**config.mk**
```make
export PLATFORM = sky130hd
export DESIGN_NAME = nicam_frame_sync
export DESIGN_NICKNAME = d
export VERILOG_FILES = /design/src/rtl/nicam_fs_pkg.sv /design/src/rtl/nicam_align_tracker.sv /design/src/rtl/nicam_prbs.sv /design/src/rtl/nicam_flag_track.sv /design/src/rtl/nicam_sample_unit.sv /design/src/rtl/nicam_frame_sync.sv
export SDC_FILE = /design/constraint.sdc
export NUM_CORES = 1
export LEC_CHECK = 0
export BUFFER_PORTS_ARGS = -buffer_cell sky130_fd_sc_hd__buf_2
export CAP_MARGIN = 5
export CORE_UTILIZATION = 50
export DETAILED_ROUTE_END_ITERATION = 6
export MAX_ROUTING_LAYER = met4
export PLACE_DENSITY = 0.68
export SLEW_MARGIN = 20
export SYNTH_ARGS = -nofsm -noshare
export SYNTH_HDL_FRONTEND = slang
export SYNTH_SLANG_ARGS = --single-unit
```
**constraint.sdc**
```tcl
create_clock -name clk -period 4.2 [get_ports clk]
set_input_delay 0.63 -clock clk [delete_from_list [all_inputs] [get_ports clk]]
set_output_delay 0.63 -clock clk [all_outputs]
set_load 0.03 [all_outputs]
```
**src/rtl/nicam_fs_pkg.sv**
```systemverilog
package nicam_fs_pkg;
    typedef enum logic [1:0] {
        ST_SEARCH = 2'd0,
        ST_VERIFY = 2'd1,
        ST_LOCKED = 2'd2
    } sync_state_e;
endpackage

```
**src/rtl/nicam_align_tracker.sv**
```systemverilog
module nicam_align_tracker
    import nicam_fs_pkg::*;
#(
    parameter int FRAME_BITS = 728,
    parameter int ALIGN_W    = 8,
    parameter logic [ALIGN_W-1:0] ALIGN_PAT = 8'h4E,
    parameter int LOCK_HITS  = 2,
    parameter int LOSS_MISS  = 3,
    parameter int POS_W      = 10
) (
    input  logic             clk,
    input  logic             rst_n,
    input  logic             bit_en,
    input  logic             bit_in,
    output logic             locked,
    output logic [POS_W-1:0] pos
);
    localparam int CNT_W = $clog2(LOCK_HITS + LOSS_MISS + 1);

    sync_state_e        st_q, st_d;
    logic [ALIGN_W-1:0] win_q;
    logic [POS_W-1:0]   pos_q;
    logic [CNT_W-1:0]   hits_q, miss_q;
    logic [ALIGN_W-1:0] win_nx;
    logic               hit, frame_end;

    assign win_nx    = {win_q[ALIGN_W-2:0], bit_in};
    assign hit       = (win_nx == ALIGN_PAT);
    assign frame_end = (pos_q == POS_W'(FRAME_BITS - 1));

    // next-state logic
    always_comb begin
        st_d = st_q;
        if (bit_en) begin
            unique case (st_q)
                ST_SEARCH: if (hit) st_d = ST_VERIFY;
                ST_VERIFY: if (frame_end) begin
                    if (!hit)
                        st_d = ST_SEARCH;
                    else if (hits_q + CNT_W'(1) >= CNT_W'(LOCK_HITS))
                        st_d = ST_LOCKED;
                end
                ST_LOCKED: if (frame_end && !hit &&
                               (miss_q + CNT_W'(1) >= CNT_W'(LOSS_MISS)))
                    st_d = ST_SEARCH;
                default: st_d = ST_SEARCH;
            endcase
        end
    end

    // state register
    always_ff @(posedge clk or negedge rst_n) begin
        if (!rst_n) st_q <= ST_SEARCH;
        else        st_q <= st_d;
    end

    // window, position and hit/miss counters
    always_ff @(posedge clk or negedge rst_n) begin
        if (!rst_n) begin
            win_q  <= '0;
            pos_q  <= '0;
            hits_q <= '0;
            miss_q <= '0;
        end else if (bit_en) begin
            win_q <= win_nx;
            if (st_q == ST_SEARCH) begin
                pos_q  <= '0;
                hits_q <= CNT_W'(1);
                miss_q <= '0;
            end else begin
                pos_q <= frame_end ? '0 : pos_q + POS_W'(1);
                if (frame_end) begin
                    if (hit) begin
                        miss_q <= '0;
                        if (st_q == ST_VERIFY) hits_q <= hits_q + CNT_W'(1);
                    end else begin
                        miss_q <= miss_q + CNT_W'(1);
                    end
                end
            end
        end
    end

    assign locked = (st_q == ST_LOCKED);
    assign pos    = pos_q;
endmodule

```
**src/rtl/nicam_prbs.sv**
```systemverilog
module nicam_prbs #(
    parameter int PRBS_W   = 9,
    parameter int PRBS_TAP = 4
) (
    input  logic clk,
    input  logic rst_n,
    input  logic restart,
    input  logic step,
    output logic key
);
    logic [PRBS_W-1:0] st_q, cur;

    assign cur = restart ? '1 : st_q;
    assign key = cur[PRBS_W-1];

    always_ff @(posedge clk or negedge rst_n) begin
        if (!rst_n)    st_q <= '1;
        else if (step) st_q <= {cur[PRBS_W-2:0], cur[PRBS_W-1] ^ cur[PRBS_TAP-1]};
    end
endmodule

```
**src/rtl/nicam_flag_track.sv**
```systemverilog
module nicam_flag_track #(
    parameter int CTRL_W  = 5,
    parameter int PHASE_W = 4,
    parameter int POS_W   = 10
) (
    input  logic               clk,
    input  logic               rst_n,
    input  logic               locked,
    input  logic               pay_en,
    input  logic               dbit,
    input  logic [POS_W-1:0]   pos,
    output logic [CTRL_W-1:0]  ctrl,
    output logic [PHASE_W-1:0] phase,
    output logic               sync
);
    localparam int HALF = 2 ** (PHASE_W - 1);

    logic               prev_q, sync_q, rise, want;
    logic [PHASE_W-1:0] ph_q, ph_nx;

    for (genvar g = 0; g < CTRL_W; g++) begin : g_ctrl
        logic b_q;
        always_ff @(posedge clk or negedge rst_n) begin
            if (!rst_n)                           b_q <= 1'b0;
            else if (pay_en && pos == POS_W'(g))  b_q <= dbit;
        end
        assign ctrl[g] = b_q;
    end

    assign rise  = ctrl[0] && !prev_q;
    assign ph_nx = rise ? '0 : ph_q + PHASE_W'(1);
    assign want  = (ph_nx < PHASE_W'(HALF));

    always_ff @(posedge clk or negedge rst_n) begin
        if (!rst_n) begin
            prev_q <= 1'b0;
            ph_q   <= '0;
            sync_q <= 1'b0;
        end else if (!locked) begin
            sync_q <= 1'b0;
        end else if (pay_en && pos == POS_W'(CTRL_W - 1)) begin
            prev_q <= ctrl[0];
            ph_q   <= ph_nx;
            if (rise)                 sync_q <= 1'b1;
            else if (ctrl[0] != want) sync_q <= 1'b0;
        end
    end

    assign phase = ph_q;
    assign sync  = sync_q;
endmodule

```
**src/rtl/nicam_sample_unit.sv**
```systemverilog
module nicam_sample_unit #(
    parameter int SMP_W      = 11,
    parameter int SAMP_START = 16,
    parameter int PAY_BITS   = 720,
    parameter int POS_W      = 10,
    parameter int ERR_W      = 7
) (
    input  logic             clk,
    input  logic             rst_n,
    input  logic             pay_en,
    input  logic             dbit,
    input  logic [POS_W-1:0] pos,
    output logic             smp_valid,
    output logic             smp_chan,
    output logic [SMP_W-1:0] smp_word,
    output logic             smp_perr,
    output logic [ERR_W-1:0] frm_errs
);
    localparam int BC_W = $clog2(SMP_W);

    logic [SMP_W-1:0] sh_q, full;
    logic [SMP_W-1:0] good_q [2];
    logic [BC_W-1:0]  bitc_q;
    logic [ERR_W-1:0] acc_q;
    logic             ch_q, in_samp, done, perr, last_bit;

    assign in_samp  = pay_en && (pos >= POS_W'(SAMP_START));
    assign full     = {sh_q[SMP_W-2:0], dbit};
    assign done     = in_samp && (bitc_q == BC_W'(SMP_W - 1));
    assign perr     = ^full;
    assign last_bit = (pos == POS_W'(PAY_BITS - 1));

    always_ff @(posedge clk or negedge rst_n) begin
        if (!rst_n) begin
            sh_q      <= '0;
            bitc_q    <= '0;
            ch_q      <= 1'b0;
            acc_q     <= '0;
            smp_valid <= 1'b0;
            smp_chan  <= 1'b0;
            smp_word  <= '0;
            smp_perr  <= 1'b0;
            frm_errs  <= '0;
            for (int i = 0; i < 2; i++) good_q[i] <= '0;
        end else begin
            smp_valid <= 1'b0;
            smp_perr  <= 1'b0;
            if (pay_en && pos == '0) begin
                bitc_q <= '0;
                ch_q   <= 1'b0;
            end
            if (in_samp) begin
                sh_q   <= full;
                bitc_q <= done ? '0 : bitc_q + BC_W'(1);
            end
            if (done) begin
                smp_valid <= 1'b1;
                smp_chan  <= ch_q;
                smp_perr  <= perr;
                ch_q      <= ~ch_q;
                smp_word  <= perr ? good_q[ch_q] : full;
                if (!perr) good_q[ch_q] <= full;
                if (last_bit) begin
                    frm_errs <= acc_q + ERR_W'(perr);
                    acc_q    <= '0;
                end else begin
                    acc_q <= acc_q + ERR_W'(perr);
                end
            end
        end
    end
endmodule

```
**src/rtl/nicam_frame_sync.sv**
```systemverilog
module nicam_frame_sync #(
    parameter int FRAME_BITS = 728,
    parameter int ALIGN_W    = 8,
    parameter logic [ALIGN_W-1:0] ALIGN_PAT = 8'h4E,
    parameter int CTRL_W     = 5,
    parameter int SKIP_W     = 11,
    parameter int SMP_W      = 11,
    parameter int N_SMP      = 64,
    parameter int LOCK_HITS  = 2,
    parameter int LOSS_MISS  = 3,
    parameter int PRBS_W     = 9,
    parameter int PRBS_TAP   = 4,
    parameter int PHASE_W    = 4,
    localparam int ERR_W     = $clog2(N_SMP + 1)
) (
    input  logic               clk,
    input  logic               rst_n,
    input  logic               bit_en,
    input  logic               bit_in,
    output logic               lock_o,
    output logic               flag_sync,
    output logic [PHASE_W-1:0] frame_phase,
    output logic [CTRL_W-1:0]  ctrl_bits,
    output logic               smp_valid,
    output logic               smp_chan,
    output logic [SMP_W-1:0]   smp_word,
    output logic               smp_perr,
    output logic [ERR_W-1:0]   frm_errs
);
    localparam int POS_W      = $clog2(FRAME_BITS);
    localparam int PAY_BITS   = FRAME_BITS - ALIGN_W;
    localparam int SAMP_START = CTRL_W + SKIP_W;

    logic [POS_W-1:0] pos;
    logic             pay_en, key, dbit;

    nicam_align_tracker #(
        .FRAME_BITS(FRAME_BITS), .ALIGN_W(ALIGN_W), .ALIGN_PAT(ALIGN_PAT),
        .LOCK_HITS(LOCK_HITS), .LOSS_MISS(LOSS_MISS), .POS_W(POS_W)
    ) u_track (
        .clk(clk), .rst_n(rst_n), .bit_en(bit_en), .bit_in(bit_in),
        .locked(lock_o), .pos(pos)
    );

    assign pay_en = bit_en && lock_o && (pos < POS_W'(PAY_BITS));

    nicam_prbs #(.PRBS_W(PRBS_W), .PRBS_TAP(PRBS_TAP)) u_prbs (
        .clk(clk), .rst_n(rst_n), .restart(pos == '0), .step(pay_en), .key(key)
    );

    assign dbit = bit_in ^ key;

    nicam_flag_track #(.CTRL_W(CTRL_W), .PHASE_W(PHASE_W), .POS_W(POS_W)) u_flag (
        .clk(clk), .rst_n(rst_n), .locked(lock_o), .pay_en(pay_en), .dbit(dbit),
        .pos(pos), .ctrl(ctrl_bits), .phase(frame_phase), .sync(flag_sync)
    );

    nicam_sample_unit #(
        .SMP_W(SMP_W), .SAMP_START(SAMP_START), .PAY_BITS(PAY_BITS),
        .POS_W(POS_W), .ERR_W(ERR_W)
    ) u_smp (
        .clk(clk), .rst_n(rst_n), .pay_en(pay_en), .dbit(dbit), .pos(pos),
        .smp_valid(smp_valid), .smp_chan(smp_chan), .smp_word(smp_word),
        .smp_perr(smp_perr), .frm_errs(frm_errs)
    );
endmodule

```
=== Word level (Yosys, flattened, before mapping) ===
Cells that the tools add are included.

* Register bits: 110
* Bits of input ports: 4
* Output and inout bits: 32
* Word-level logic and storage cells: 126

* Add/sub/neg operators: 6
* $lt $le $gt $ge: 7
* Equal/unequal tests: 17
* Multiplexer cells: 36
* Bitwise gates (word level): 5
* Reduce and logical (&&, ||, !) cells: 30

{| class="wikitable"
|+ Operator list
! kind !! number
|-
| two-way mux 11 bit || 5
|-
| bitwise mux 22 bit || 1
|-
| two-way mux 3 bit || 7
|-
| equality test 10 bit (second input constant) || 2
|-
| equality test 10 x 2 -> 1 bit (second input constant) || 2
|-
| two-way mux 10 bit || 2
|-
| two-way mux 4 bit || 4
|-
| logical AND 1 bit || 13
|-
| demux 11 bit (select 1 bit) || 1
|-
| XOR reduction 11 bit || 1
|-
| adder 10 x 1 -> 10 bit (second input constant) || 1
|-
| equality test 10 x 1 -> 1 bit (second input constant) || 1
|-
| equality test 10 x 3 -> 1 bit (second input constant) || 1
|-
| >= comparator 10 x 5 -> 1 bit (second input constant) || 1
|-
| logical NOT 10 bit || 1
|-
| < comparator 10 bit (second input constant) || 1
|-
| two-way mux 2 bit || 5
|-
| AND reduction 2 bit || 5
|-
| nonzero test 2 bit || 5
|-
| two-way mux 9 bit || 1
|-
| adder 4 x 1 -> 4 bit (second input constant) || 2
|-
| equality test 8 x 7 -> 1 bit (second input constant) || 1
|-
| two-way mux 1 bit || 8
|-
| != test 2 x 1 -> 1 bit (second input constant) || 4
|-
| other kinds (21) || 26
|}

=== Depth between registers and ports, before layout ===
* Depth in word-level cells: 9
* Depth in mapped cells: 13

=== Cells and area by module ===
From an unflattened synthesis, not the netlist that was laid out.

* Cells, all modules: 471
* Area, all modules: 5464.0 µm²

{| class="wikitable"
|+ Modules (own cells, without submodules)
! module !! instances !! cells each !! area each (µm²) !! seq. area each (µm²)
|-
| nicam_sample_unit || 1 || 241 || 3005.4 || 1626.6
|-
| nicam_align_tracker || 1 || 130 || 1341.3 || 625.6
|-
| nicam_flag_track || 1 || 54 || 626.9 || 275.3
|-
| nicam_prbs || 1 || 39 || 432.9 || 236.5
|-
| nicam_frame_sync || 1 || 7 || 57.6 || 0.0
|}

=== Least setup slack after synthesis ===
No wires, ideal clock.

* Path type: flip-flop to flip-flop
* Start point: reg u_track.pos_q[0], in the netlist u_track.pos[0]
* End point: reg u_smp.acc_q[6]
* Setup time: 96 ps
* Arrival time: 3018 ps
* Required time: 4104 ps
* Path slack: 1086 ps
* Cell stages (with the launch flop): 14
* Buffers on the path: 1
* Period minus slack after synthesis: 3114 ps
* Cells stage by stage: dfrtp_1 inv_1 ha_1 nor3b_1 a31oi_1 xnor2_1 xnor2_2 buf_2 ha_1 ha_1 nand3_1 nor2_1 xnor2_1 o31ai_1

* Word-level cells in the longest chain between the ends: 6

{| class="wikitable"
|+ RTL lines
! element !! RTL line !! text
|-
| start, declared || nicam_align_tracker.sv:22 || <nowiki>logic [POS_W-1:0] pos_q;</nowiki>
|-
| start signal, assigned || nicam_align_tracker.sv:71 || <nowiki>pos_q <= frame_end ? '0 : pos_q + POS_W'(1);</nowiki>
|-
| logical NOT 10 bit || nicam_frame_sync.sv:48 || <nowiki>.clk(clk), .rst_n(rst_n), .restart(pos == '0), .step(pay_en), .key(key)</nowiki>
|-
| two-way mux 9 bit || nicam_prbs.sv:13 || <nowiki>assign cur = restart ? '1 : st_q;</nowiki>
|-
| bitwise XOR 1 bit || nicam_frame_sync.sv:51 || <nowiki>assign dbit = bit_in ^ key;</nowiki>
|-
| XOR reduction 11 bit || nicam_sample_unit.sv:30 || <nowiki>assign perr = ^full;</nowiki>
|-
| adder 7 x 1 -> 7 bit || nicam_sample_unit.sv:67 || <nowiki>acc_q <= acc_q + ERR_W'(perr);</nowiki>
|-
| two-way mux 7 bit || nicam_sample_unit.sv:63 || <nowiki>if (last_bit) begin</nowiki>
|-
| end signal, assigned || nicam_sample_unit.sv:67 ||
|-
| end, declared || nicam_sample_unit.sv:24 || <nowiki>logic [ERR_W-1:0] acc_q;</nowiki>
|}

Several ways; a longest one is shown, not always the timed one.
A chain may end at the register's enable or synchronous reset.

=== Worst setup path after layout ===
* Start point: reg u_track.pos_q[4], in the netlist u_track.pos[4]
* End point: reg u_flag.ph_q[2], in the netlist u_flag.phase[2]

* Word-level cells in the longest chain between the ends: 4

{| class="wikitable"
|+ RTL lines
! element !! RTL line !! text
|-
| < comparator 10 bit || nicam_frame_sync.sv:45 || <nowiki>assign pay_en = bit_en && lock_o && (pos < POS_W'(PAY_BITS));</nowiki>
|-
| logical AND 1 bit || nicam_frame_sync.sv:45 ||
|-
| logical AND 1 bit * || nicam_flag_track.sv:41 || <nowiki>end else if (pay_en && pos == POS_W'(CTRL_W - 1)) begin</nowiki>
|-
| AND reduction 2 bit (no source line) * || - ||
|-
| end signal, assigned || nicam_flag_track.sv:43 || <nowiki>ph_q <= ph_nx;</nowiki>
|-
| end, declared || nicam_flag_track.sv:19 || <nowiki>logic [PHASE_W-1:0] ph_q, ph_nx;</nowiki>
|}

Every way passes the cells marked *; elsewhere a longest branch is shown, timed or not.

==> results.toml <==
[route]
drtPass1Iterations = 4
detailroute.via_count = 3562
ant_nets = 0
routed_via_density = 5.48
routed_wl_mm = 9.41
route.detailed.drc = 0
drt-initial-drc-count = 202
post_drt_wl_per_cell_um = 14.5

[synth]
syn_avg_cell_area_um2 = 11.0
synth.largest_area_cell = "dfrtp_1"
yosysMostFrequentCell = "dfrtp_1"
synth_adder_area_share = 0.0327
yosys.cell_types.count = 50
synth_top_family_by_area = "simple AND/OR/NAND/NOR gates"
ys_seq_area_frac = 0.524
synth_top_cells_by_count = "dfrtp_1 (101), nand2_1 (71), o21ai_0 (54), mux2_2 (53), nor2_1 (26)"
yosysWarnings = 0
synth_compound_area_frac = 0.0880
synth_area_um2 = 5280
netlist_instances = 481
synthArstFlopShare = 1.00
synth_edf_count = 0
synth-simple-area-share = 0.141
synth_top_area_share = 0.479
muxShareOfSynthArea = 0.136
synth_area_leaders = "dfrtp_1 (48%), mux2_2 (11%), o21ai_0 (5.1%)"
ys_seq_elements = 110
synth_ff_type = "dfrtp_1"
synth-xor-area-share = 0.0519
syn_nets = 498

[finish]
num_antenna_cells = 0
fillCellCount = 877
drive_above_1_share = 0.243
nNetsFinal = 526
syn_to_final_growth_pct = 9.44

[clock_tree]
cts_max_level = 3
cts_buffer_depth = 2
insertion_delay_ns = 0.37
tritoncts = "yes"
cts_resized = 0
post_cts_buffers = 0
clk_pin_slew_ns = 0.11
cts_hold_buf = 0
clkSinkCount = 110
cts_buffers = 9
cts_root_buf = "clkbuf_8"

[worst_setup_path]
reg2reg_depth = 6
cp-start-kind = "register"
critPathKind = "reg -> reg"
cp.required_ns = 4.52
r2r_setup_slack_ns = 1.13
arrival_ns = 3.39
endpoint_kind = "register"
cp_max_fo = 20

[flow_run]
cap_viol_max_count = 0

[floorplan]
core-area_um2 = 10300
start_util = 0.513
io_pins = 36
die_w_um = 105
die_y_um = 105
dieArea_um2 = 11000
rows = 37

[placed_design]
port-buffer-count = 35
gp_congestion = 0.799
hpwl_mm = 6.48

[timing]
hold_ws_ns = 0.295
hold_viol = 0
slew_headroom = 0.464
rsz0062_at_grt = "no"
clock_skew_ns = 0.0173
finalCritPeriodShare = 0.730
worst_pin_slew_ns = 0.802
finalSetupViolCount = 0
max_freq_mhz = 326
min_period_ns = 3.07
slew_violations = 0
tns_ns = 0

[pwr]
p_leak_nw = 2.72
vdd_drop_max_mv = 0.150
p_per_area_nw_per_um2 = 354

[worst_hold_path]
hold_path.class = "in -> async"

[grt]
overflow = 0
antenna_found_initial = 0
grt_pass1_vias = 3409
grt_pass1_wl_mm = 16.4
grt_max_degree = 86
track_usage = 0.192

[run_status]
status = "complete, no violations"
[routing by layer]
layer | share of wire | vias to the layer above | wire length, um | track usage
met3 | 0.028 | 10 | 268 | 0.0268
met4 | 0.010 | 0 | 95 | 0.0664
met5 | 0 | - | 0 | -
met2 | 0.47 | 54 | 4420 | 0.289
met1 | 0.49 | 1770 | 4630 | 0.268
li1 | - | 1728 | - | -
[through the flow]
stage	power (mW)	utilization	setup WS [ns]	area, um^2	std cells
floorplan	1.32	-	1.09	5280	481
global placement	1.38	0.540	1.23	5550	634
detailed placement	1.38	0.540	1.17	5550	634
CTS	2.06	0.561	1.12	5770	650
global route	2.14	0.562	0.912	5770	650
finish	2.04	0.562	1.13	5770	650
[worst max-delay path, stage by stage (launching register included)]
cell and delay, ns:
dfrtp_1 0.45, o211a_1 0.24, o21ai_0 0.35, nand3_1 0.52, or3_1 0.69, or4b_2 0.68, nand2_1 0.08
[cells in the final DEF (no fill, tap or decap), drive strengths merged, types with 8 or more instances in the layout]
cell type / instances
nor2: 27
o21ai: 54
inv: 10
clkbuf: 9
xnor2: 15
nand3: 9
ha: 13
mux2i: 12
dfstp: 9
buf: 40
dfrtp: 101
nand2b: 8
mux2: 53
o31ai: 8
nand2: 71
xor2: 12
[area by class of cell]
cell class | count | area [um^2] | area share
Tap cell | 136 | 170 | 0.0295
Clock buffer | 9 | 124 | 0.0215
Inverter | 8 | 30.0 | 0.00520
Clock inverter | 7 | 92.6 | 0.0160
Multi-Input combinational cell | 340 | 2370 | 0.411
Sequential cell | 110 | 2760 | 0.479
Timing Repair Buffer | 40 | 219 | 0.0379
[state kept, by name (all words and copies together) (netlist names), 2 cells and up]
register           flops
u_flag.phase           4
u_smp.acc_q            7
u_smp.frm_errs         7
u_smp.good_q          22
u_flag.g_ctrl.b_q      5
u_track.st_q           2
u_track.win_q          7
u_track.pos           10
u_smp.sh_q            10
u_track.miss_q         3
u_smp.bitc_q           4
u_prbs.st_q            9
u_smp.smp_word        11
u_track.hits_q         3
[path summary, 6_finish.rpt]
check / from / end
hold reg to reg: u_smp.frm_errs[4] / u_smp.frm_errs[4]
max in group asynchronous: rst_n / u_smp.sh_q[3]
min in group clk: u_smp.frm_errs[4] / u_smp.frm_errs[4]
setup reg to reg: u_track.pos[4] / u_flag.phase[2]
setup / recovery: u_track.pos[4] / u_flag.phase[2]
hold / removal: rst_n / u_track.hits_q[0]
[power by group]
part	switching (mW)	total (mW)	internal (mW)
logic	0.126	0.208	0.0821
registers	0.0581	1.16	1.10
clock network	0.385	0.676	0.292
[kinds of logic after synthesis]
kind of cell,after synthesis
compound gates,80
xor+xnor,28
fa+ha+maj,14
buf+inv,31
flops,110
mux,65
simple gates,153
Power figures use the tool's default switching activity.
